`src/rtl/tdm_slot_pkg.sv`:
```
package tdm_slot_pkg;
  localparam int OCTETS    = 4;
  localparam int SLOT_BITS = 8 * OCTETS;
  localparam int CI_W      = 6;
  localparam logic [7:0] MON_IDLE = 8'hFF;

  typedef enum logic [1:0] {
    OCT_V1  = 2'd0,
    OCT_V2  = 2'd1,
    OCT_MON = 2'd2,
    OCT_CTL = 2'd3
  } octet_e;
endpackage

```
`src/rtl/tdm_slot_timebase.sv`:
```
module tdm_slot_timebase #(
  parameter  int MAX_CH    = 8,
  parameter  int SLOT_BITS = 32,
  localparam int CHW       = $clog2(MAX_CH),
  localparam int SBW       = $clog2(SLOT_BITS),
  localparam int LEN_LO    = 2 * SLOT_BITS,
  localparam int LEN_HI    = 2 * SLOT_BITS * MAX_CH,
  localparam int CW        = $clog2(LEN_HI + 1)
) (
  input  logic           clk,
  input  logic           rst,
  input  logic           fsync,
  input  logic           rate_hi,
  input  logic [CHW-1:0] slot_sel,
  output logic           fs_rise,
  output logic           rx_take,
  output logic [SBW-1:0] rx_bit,
  output logic           tx_own,
  output logic [SBW-1:0] tx_bit
);
  logic          fs_q;
  logic [CW-1:0] cc, cur, nxt, len;

  function automatic logic own_f(input logic [CW-1:0] i, input logic hi,
                                 input logic [CHW-1:0] sel, input logic [CW-1:0] l);
    return (i < l) && (!hi || (i[SBW+CHW:SBW+1] == sel));
  endfunction

  assign fs_rise = fsync & ~fs_q;
  assign cur     = fs_rise ? '0 : cc;
  assign nxt     = cur + 1'b1;
  assign len     = rate_hi ? CW'(LEN_HI) : CW'(LEN_LO);

  assign rx_take = own_f(cur, rate_hi, slot_sel, len) & cur[0];
  assign rx_bit  = cur[SBW:1];
  assign tx_own  = own_f(nxt, rate_hi, slot_sel, len);
  assign tx_bit  = nxt[SBW:1];

  always_ff @(posedge clk) begin
    if (rst) begin
      fs_q <= 1'b0;
      cc   <= CW'(LEN_HI);
    end else begin
      fs_q <= fsync;
      cc   <= (cur == CW'(LEN_HI)) ? cur : nxt;
    end
  end

  // one sample per two-clock bit cell
  p_one_sample_per_cell_r2: assert property (@(posedge clk) disable iff (rst)
    rx_take |=> !rx_take);
endmodule

```
`src/rtl/tdm_slot_rx.sv`:
```
module tdm_slot_rx
  import tdm_slot_pkg::*;
#(
  parameter  int SLOT_BITS = 32,
  localparam int SBW       = $clog2(SLOT_BITS)
) (
  input  logic            clk,
  input  logic            rst,
  input  logic            take,
  input  logic [SBW-1:0]  bit_idx,
  input  logic            dd,
  output logic [7:0]      v1_rx,
  output logic [7:0]      v2_rx,
  output logic [7:0]      mon_rx,
  output logic [CI_W-1:0] cmd_rx,
  output logic            mr_rx,
  output logic            mx_rx,
  output logic            strobe
);
  logic [6:0] sreg;
  logic [7:0] byte_in;
  logic       byte_end;
  octet_e     oct;

  assign byte_in  = {sreg, dd};
  assign byte_end = take && (bit_idx[2:0] == 3'b111);
  assign oct      = octet_e'(bit_idx[SBW-1:3]);

  always_ff @(posedge clk) begin
    if (rst) begin
      sreg   <= '0;
      v1_rx  <= '0;
      v2_rx  <= '0;
      mon_rx <= '0;
      cmd_rx <= '0;
      mr_rx  <= 1'b0;
      mx_rx  <= 1'b0;
      strobe <= 1'b0;
    end else begin
      strobe <= 1'b0;
      if (take) sreg <= byte_in[6:0];
      if (byte_end) begin
        case (oct)
          OCT_V1:  v1_rx  <= byte_in;
          OCT_V2:  v2_rx  <= byte_in;
          OCT_MON: mon_rx <= byte_in;
          OCT_CTL: begin
            cmd_rx <= byte_in[7:2];
            mr_rx  <= byte_in[1];
            mx_rx  <= byte_in[0];
            strobe <= 1'b1;
          end
          default: ;
        endcase
      end
    end
  end

  // command field moves only together with the strobe
  p_cmd_with_strobe_r6: assert property (@(posedge clk) disable iff (rst)
    !$stable(cmd_rx) |-> strobe);
endmodule

```
`src/rtl/tdm_ci_filter.sv`:
```
module tdm_ci_filter #(
  parameter  int CI_W  = 6,
  parameter  int INT_W = 4,
  parameter  int FPMS  = 8,
  localparam int LIM   = FPMS * ((1 << INT_W) - 1),
  localparam int SW    = $clog2(LIM + 1)
) (
  input  logic             clk,
  input  logic             rst,
  input  logic             sample,
  input  logic [CI_W-1:0]  ind,
  input  logic [INT_W-1:0] interval,
  output logic [CI_W-1:0]  ci_nxt,
  output logic [CI_W-1:0]  ci_q
);
  logic [CI_W-1:0] cand;
  logic [SW-1:0]   seen, seen_nxt, need;

  assign need     = SW'(interval) * SW'(FPMS);
  assign seen_nxt = (ind != cand)       ? SW'(1) :
                    (seen == SW'(LIM))  ? seen   : seen + 1'b1;

  always_comb begin
    ci_nxt = ci_q;
    if (sample) begin
      if (interval == '0)         ci_nxt = ind;
      else if (seen_nxt >= need)  ci_nxt = ind;
    end
  end

  always_ff @(posedge clk) begin
    if (rst) begin
      cand <= '0;
      seen <= SW'(LIM);
      ci_q <= '0;
    end else if (sample) begin
      cand <= ind;
      seen <= seen_nxt;
      ci_q <= ci_nxt;
    end
  end

  // the reported field changes only at a frame sync
  p_ci_at_sync_only_r10: assert property (@(posedge clk) disable iff (rst)
    !$stable(ci_q) |-> $past(sample));
endmodule

```
`src/rtl/tdm_chan_slave.sv`:
```
module tdm_chan_slave
  import tdm_slot_pkg::*;
#(
  parameter  int MAX_CH = 8,
  parameter  int INT_W  = 4,
  parameter  int FPMS   = 8,
  localparam int CHW    = $clog2(MAX_CH),
  localparam int SBW    = $clog2(SLOT_BITS)
) (
  input  logic             clk,
  input  logic             rst,
  input  logic             fsync,
  input  logic             rate_hi,
  input  logic [CHW-1:0]   slot_sel,
  input  logic             dd,
  output logic             du_dat,
  output logic             du_en,
  output logic [7:0]       v1_rx,
  output logic [7:0]       v2_rx,
  output logic [7:0]       mon_rx,
  output logic [CI_W-1:0]  cmd_rx,
  output logic             mr_rx,
  output logic             mx_rx,
  output logic             rx_strobe,
  input  logic [7:0]       v1_tx,
  input  logic [7:0]       v2_tx,
  input  logic [7:0]       mon_tx,
  input  logic             mr_up,
  input  logic             mx_up,
  input  logic [CI_W-1:0]  ind_in,
  input  logic [INT_W-1:0] upd_int
);
  logic                 fs_rise, rx_take, tx_own;
  logic [SBW-1:0]       rx_bit, tx_bit;
  logic [CI_W-1:0]      ci_nxt, ci_q;
  logic [7:0]           mon_cur, mon_nxt;
  logic [1:0]           mon_sent;
  logic                 mon_take;
  logic [SLOT_BITS-1:0] tx_word, word_new, word_src;

  tdm_slot_timebase #(.MAX_CH(MAX_CH), .SLOT_BITS(SLOT_BITS)) u_tb (
    .clk(clk), .rst(rst), .fsync(fsync), .rate_hi(rate_hi), .slot_sel(slot_sel),
    .fs_rise(fs_rise), .rx_take(rx_take), .rx_bit(rx_bit),
    .tx_own(tx_own), .tx_bit(tx_bit));

  tdm_slot_rx #(.SLOT_BITS(SLOT_BITS)) u_rx (
    .clk(clk), .rst(rst), .take(rx_take), .bit_idx(rx_bit), .dd(dd),
    .v1_rx(v1_rx), .v2_rx(v2_rx), .mon_rx(mon_rx), .cmd_rx(cmd_rx),
    .mr_rx(mr_rx), .mx_rx(mx_rx), .strobe(rx_strobe));

  tdm_ci_filter #(.CI_W(CI_W), .INT_W(INT_W), .FPMS(FPMS)) u_ci (
    .clk(clk), .rst(rst), .sample(fs_rise), .ind(ind_in), .interval(upd_int),
    .ci_nxt(ci_nxt), .ci_q(ci_q));

  // monitor byte repetition
  assign mon_take = fs_rise && (mon_sent == 2'd2) && (mon_tx != mon_cur);
  assign mon_nxt  = mon_take ? mon_tx : mon_cur;

  always_ff @(posedge clk) begin
    if (rst) begin
      mon_cur  <= MON_IDLE;
      mon_sent <= 2'd2;
    end else if (fs_rise) begin
      mon_cur  <= mon_nxt;
      mon_sent <= mon_take ? 2'd1 : ((mon_sent == 2'd2) ? 2'd2 : mon_sent + 2'd1);
    end
  end

  // upstream serialiser
  assign word_new = {v1_tx, v2_tx, mon_nxt, ci_nxt, mr_up, mx_up};
  assign word_src = fs_rise ? word_new : tx_word;

  always_ff @(posedge clk) begin
    if (rst) begin
      tx_word <= '1;
      du_en   <= 1'b0;
      du_dat  <= 1'b1;
    end else begin
      if (fs_rise) tx_word <= word_new;
      du_en  <= tx_own;
      du_dat <= tx_own ? word_src[SBW'(SLOT_BITS - 1) - tx_bit] : 1'b1;
    end
  end

  // a monitor byte is replaced only after two sends
  p_mon_twice_r11: assert property (@(posedge clk) disable iff (rst)
    !$stable(mon_cur) |-> ($past(mon_sent) == 2'd2));
endmodule

```
`config.mk`:
```
export PLATFORM = sky130hd
export DESIGN_NAME = tdm_chan_slave
export DESIGN_NICKNAME = d
export VERILOG_FILES = /design/src/rtl/tdm_slot_pkg.sv /design/src/rtl/tdm_slot_timebase.sv /design/src/rtl/tdm_slot_rx.sv /design/src/rtl/tdm_ci_filter.sv /design/src/rtl/tdm_chan_slave.sv
export SDC_FILE = /design/constraint.sdc
export NUM_CORES = 1
export LEC_CHECK = 0
export ABC_AREA = 1
export CORE_UTILIZATION = 58
export DETAILED_ROUTE_END_ITERATION = 10
export GPL_ROUTABILITY_DRIVEN = 0
export PLACE_DENSITY = 0.84
export SYNTH_ARGS = -nofsm -noshare
export SYNTH_HDL_FRONTEND = slang
export SYNTH_HIERARCHICAL = 1
export SYNTH_SLANG_ARGS = --single-unit
```
`constraint.sdc`:
```
create_clock -name clk -period 7.1 [get_ports clk]
set_input_delay 1.065 -clock clk [delete_from_list [all_inputs] [get_ports clk]]
set_output_delay 1.065 -clock clk [all_outputs]
set_load 0.1 [all_outputs]
```
## After elaboration in Yosys (flattened, before gate mapping)

Index checks and enable logic that the tools add are counted.

| storage, ports and cells | value |
|---|---|
| bits in registers | 114 |
| bits of input ports | 44 |
| output and inout port bits | 35 |
| word-level logic and storage cells | 72 |

| cells by class | value |
|---|---|
| add/sub/neg operators | 4 |
| magnitude comparators | 4 |
| eq/ne operators | 11 |
| mux-type cells | 14 |
| bitwise logic cells | 5 |
| reductions and logical operators | 16 |

Operator list:

| cell | number |
|---|---|
| two-way mux 32 bit | 1 |
| two-way mux 10 bit | 3 |
| < comparator 10 bit | 2 |
| two-way mux 7 bit | 2 |
| two-way mux 6 bit | 2 |
| adder 10 x 1 -> 10 bit (second input constant) | 1 |
| == test 10 bit (second input constant) | 1 |
| two-way mux 8 bit | 1 |
| != test 8 bit | 1 |
| AND reduction 2 bit | 4 |
| adder 7 x 1 -> 7 bit (second input constant) | 1 |
| == test 7 bit (second input constant) | 1 |
| greater-or-equal comparator 7 bit | 1 |
| == test 2 bit (second input constant) | 3 |
| == test 3 bit | 2 |
| < comparator 5 x 6 -> 1 bit (second input constant) | 1 |
| != test 6 bit | 1 |
| binary-select mux 1 bit (select 5 bit) | 1 |
| logical AND 1 bit | 5 |
| subtractor 5 bit (first input constant) | 1 |
| zero test 4 bit | 1 |
| two-way mux 2 bit | 2 |
| OR reduction 2 bit | 2 |
| == test 3 bit (second input constant) | 1 |
| 8 further kinds | 13 |

## Longest topological paths before layout

| depth | value |
|---|---|
| word-level depth | 10 |
| depth in mapped cells | 28 |

## Modules after synthesis

The synthesis kept the hierarchy.

By module, submodules not included:

| module | times used | cells an instance | area each (um^2) | sequential area each (um^2) |
|---|---|---|---|---|
| tdm_chan_slave | 1 | 299 | 2170.8 | 880.8 |
| tdm_slot_rx | 1 | 217 | 1640.3 | 800.8 |
| tdm_ci_filter | 1 | 166 | 1136.1 | 380.4 |
| tdm_slot_timebase | 1 | 129 | 934.6 | 220.2 |

## Worst setup path after synthesis

No wires, ideal clock.

| timing | value |
|---|---|
| kind | input to register |
| start point | input ind_in[0] |
| end point | register du_dat |
| data arrival time | 3413 ps |
| required time | 6983 ps |
| setup slack | 3569 ps |
| stages on the path | 23 |
| cell sequence | inv_1 -> or2_0 -> nand3_1 -> nor2_4 -> inv_1 -> nor3b_2 -> ha_1 -> a21oi_1 -> nand2_1 -> nor3_1 -> nand2_4 -> nand3_1 -> nand2_1 -> mux2i_1 -> nand2_1 -> nand3_1 -> o21ai_0 -> nand2_1 -> nand3_1 -> nand2_1 -> inv_1 -> nand2_1 -> nand2_1 |

| between the ends | value |
|---|---|
| longest elaborated chain between the ends | 8 |

RTL lines:

| what | line | source |
|---|---|---|
| start: declaration | tdm_chan_slave.sv:30 | `input logic [CI_W-1:0] ind_in,` |
| != test 6 bit | tdm_ci_filter.sv:20 | `assign seen_nxt = (ind != cand) ? SW'(1) :` |
| two-way mux 7 bit | tdm_ci_filter.sv:20 |  |
| net u_ci.seen_nxt[6] | tdm_ci_filter.sv:17 | `logic [SW-1:0] seen, seen_nxt, need;` |
| greater-or-equal comparator 7 bit | tdm_ci_filter.sv:27 | `else if (seen_nxt >= need) ci_nxt = ind;` |
| two-way mux 6 bit | tdm_ci_filter.sv:27 |  |
| two-way mux 6 bit | tdm_ci_filter.sv:26 | `if (interval == '0) ci_nxt = ind;` |
| net ci_nxt[3] | tdm_chan_slave.sv:35 | `logic [CI_W-1:0] ci_nxt, ci_q;` |
| two-way mux 32 bit | n/a |  |
| binary-select mux 1 bit (select 5 bit) | tdm_chan_slave.sv:81 | `du_dat <= tx_own ? word_src[SBW'(SLOT_BITS - 1) - tx_bit] : 1'b1;` |
| two-way mux 1 bit (implied by the code) | tdm_chan_slave.sv:81 |  |
| end signal: assignment | tdm_chan_slave.sv:81 |  |
| end: declaration | tdm_chan_slave.sv:16 | `output logic du_dat,` |

The timed path passes the listed nets, and every way through them passes these cells. The select of a mux whose other input is x is not followed.
A chain may end at the register's enable or synchronous reset.

## Worst setup path after layout

| timing | value |
|---|---|
| start point | input fsync |
| end point | register u_rx.v1_rx[4] |

| between the ends | value |
|---|---|
| longest elaborated chain between the ends | 8 |
| elaborated cells between the ends (all ways) | 11 |
| those cells by class | 1 x order compare; 2 x eq/ne; 1 x mux; 2 x bitwise; 5 x reduce/logical |

RTL lines:

| what | line | source |
|---|---|---|
| start: declaration | tdm_chan_slave.sv:12 | `input logic fsync,` |
| bitwise AND 1 bit * | tdm_slot_timebase.sv:29 | `assign fs_rise = fsync & ~fs_q;` |
| two-way mux 10 bit * | tdm_slot_timebase.sv:30 | `assign cur = fs_rise ? '0 : cc;` |
| parallel branches: the longest is 3 deep, another holds < comparator 10 bit | n/a |  |
| bitwise AND 1 bit * | tdm_slot_timebase.sv:34 | `assign rx_take = own_f(cur, rate_hi, slot_sel, len) & cur[0];` |
| net rx_take | tdm_chan_slave.sv:33 | `logic fs_rise, rx_take, tx_own;` |
| logical AND 1 bit * | tdm_slot_rx.sv:26 | `assign byte_end = take && (bit_idx[2:0] == 3'b111);` |
| AND reduction 2 bit (no source line) * | n/a |  |
| end signal: assignment | tdm_slot_rx.sv:44 | `OCT_V1: v1_rx <= byte_in;` |
| end: declaration | tdm_slot_rx.sv:12 | `output logic [7:0] v1_rx,` |

Mark *: on every way through the listed nets, which the timed path passes.

==> results.cfg <==
[setup_path]
cp_max_fo = 64
cp-end-kind = register
critPathKind = in -> reg
reg2reg_depth = 12
cp-startpoint = fsync
worstPathArrival_ps = 4480
rr_startpoint = u_tb/fs_q
required_ps = 7520
start_kind = input pin
reg2reg_to = u_rx/v1_rx[4]
r2r_slack_ps = 3670

[floorplanning]
core_sq_um = 9820
io_pins = 79
fp-row-count = 36
start_util_pct = 59.9
die-area_sq_um = 10500
die_w_um = 103
die_h_um = 103

[worst_hold_path]
min_to = tx_word[2]
hp-class = reg -> reg
hold_depth = 2
min_from = tx_word[2]

[synth]
synth.distinct_cells = 45
ys_warn_count = 6
synthXorXnorAreaFrac_pct = 1.77
yosysTopAreaCellShare_pct = 38.8
yosys.area_share.adder_pct = 2.55
syn_inst = 811
synth_top_area_cell = dfxtp_1
synth_compound_area_share_pct = 9.15
synthMuxAreaShare_pct = 2.72
synth_seq_cells = 114
synth_top_family_by_area = simple AND/OR/NAND/NOR gates
syn-num-nets = 867
synth-seq-area-share_pct = 38.8
post_synth_and_or_nand_nor_area_fraction_pct = 35.1
syn_area_sq_um = 5880
avgSynthCellArea_sq_um = 7.25
synth_area_leaders = dfxtp_1 (39%), nand2_1 (13%), nand3_1 (8.6%), inv_1 (5.4%), a21oi_1 (5.3%)

[routing]
viasPerCell = 5.48
drc_errors = 0
dr.pass1.iters = 5
drtIter0Drc = 302
drt-total-wl_um = 14100
ant_nets = 0
num_vias = 5608
wl_per_cell_um = 13.8

[cts]
postCtsResizedCells = 0
cts_hold_buf = 0
cts_setup_buffers = 0
root_buffer = clkbuf_8
cts_buffer_depth = 2
cts_sinks = 114
clk_latency_ps = 520
cts_tree = yes
cts_buffers = 17
h-tree-depth = 4
clkTransAtPathRegs_ps = 60

[place]
hpwlAfterDp_um = 9460
placedCellCount = 991
portBuffers = 78

[timing]
maxClockFrequency_ghz = 0.246
tightest_slew_ps = 1090
fin_tns_setup_ps = 0
maxSlewViolCount = 0
finalCritPeriodShare_pct = 57.2
final.min_clock_period_ps = 4060
setup_viol = 0
final-hold-violation-count = 0
slew_headroom_pct = 27.0
rsz0062_at_grt = false
finClkSkew_ps = 7.60

[cells_and_area]
layout-drive-gt1-share_pct = 10.3
fin_nets = 933
layout.cells.non_filler = 1023
antenna_cells = 0
area_delta_synth_final_pct = 22.2

[power]
p_total_uw = 1720
peakVddDrop_mv = 0.192
cellLeakagePower_uw = 0.00328
powerDensity_nw_per_um2 = 240

[global_route]
grt_max_degree = 65
grt_pass1_vias = 5223
antenna_found_initial = 0
grt_usage_pct = 27.9
grt-ovfl-total = 0
grt_pass1_wl_um = 23000

[flow_run]
maxCapViolations = 0

[status]
outcome = completed
kinds of logic after synthesis:
group,after synthesis
AND/OR/NAND/NOR,434
buffers and inverters,126
flip-flops,114
AO/OA/AOI/OAI,98
multiplexers,16
adder cells (fa/ha/maj),12
XOR/XNOR,11
where the power goes:
part | total, uW | leakage [uW] | internal, uW | switching (uW)
Combinational | 232 | 0.00206 | 86.9 | 145
Clock | 804 | 0.000281 | 474 | 330
Sequential | 687 | 0.000934 | 671 | 16.2
Total | 1720 | 0.00328 | 1230 | 491
state kept, by name, summed over array words and instances, names as in the netlist:
signal / count
tx_word: 32
u_tb/cc: 10
mon_cur: 8
u_rx/mon_rx: 8
u_rx/v1_rx: 8
u_rx/v2_rx: 8
u_ci/seen: 7
u_rx/sreg: 7
u_ci/cand: 6
u_ci/ci_q: 6
u_rx/cmd_rx: 6
mon_sent: 2
du_dat: 1
du_en: 1
u_rx/mr_rx: 1
u_rx/mx_rx: 1
u_rx/strobe: 1
u_tb/fs_q: 1
synthesized netlist by cell type (all sizes together):
master and n:
xnor2 8, nor4 2, nand3b 1, ha 12, o21ai 21, nor2 69, a211oi 2, nor3 4
clkbuf 10, dfxtp 114, a21oi 65, inv 90, a21boi 1, nand2 223, clkinv 1, nor3b 1
and3 1, nand3 109, a211o 1, o211ai 7, or2 3, xor2 3, nand4 21, mux2i 16
o21a 1, buf 25
worst max-delay path, stage by stage:
cell	delay, ps
clkdlybuf4s50_1	520
nand2_4	150
nand2_2	120
inv_1	70
ha_1	280
a211o_1	300
a21oi_1	730
nand2_2	220
nor2_8	620
nand3_1	220
nand2_1	110
nor2_1	50
per-stage QoR:
step | hold WS [ps] | utilization (%) | instance area [sq um] | worst slack [ps]
3_5_place_dp | 439 | 67.5 | 6620 | 2610
2_1_floorplan | 424 | - | 5880 | 3570
3_3_place_gp | 433 | 67.5 | 6620 | 2760
6_report | 458 | 73.2 | 7190 | 3040
4_1_cts | 454 | 73.2 | 7190 | 3080
5_1_grt | 482 | 73.2 | 7190 | 2710
worst max path at each step:
stage                    end  slack (ps)  cells past startpoint
2_1_floorplan         du_dat        3570                     23
3_3_place_gp          du_dat        2760                     27
3_5_place_dp   u_rx/v2_rx[0]        2610                     12
4_1_cts               du_dat        3080                     26
5_1_grt               du_dat        2710                     26
6_report       u_rx/v1_rx[4]        3040                     12
final cells by class:
| class | instances | area (sq um) |
|---|---|---|
| clock buffer | 17 | 414 |
| clock inverter | 15 | 148 |
| fill | 757 | 2630 |
| inverter | 91 | 342 |
| multi-input combinational | 571 | 3020 |
| sequential | 114 | 2280 |
| tap | 133 | 166 |
| timing repair buffer | 82 | 811 |
layout by cell type, fill, tap and decap left out, drive strengths merged, types with 16 or more instances in the layout:
master	instances
o21ai	21
clkbuf	17
nand4	21
nor2	69
clkdlybuf4s50	78
inv	98
a21oi	65
dfxtp	114
nand2	223
nand3	109
mux2i	16
per-layer routing:
layer / vias to the layer above / GRT usage, % / part of all wire [%]
li1: 2770 / - / -
met1: 2605 / 32.4 / 41
met2: 203 / 49.3 / 51
met3: 30 / 6.98 / 5.9
met4: 0 / 11.0 / 1.7
met5: - / 0 / 0
Note: power is estimated with default switching activity, not from simulation.
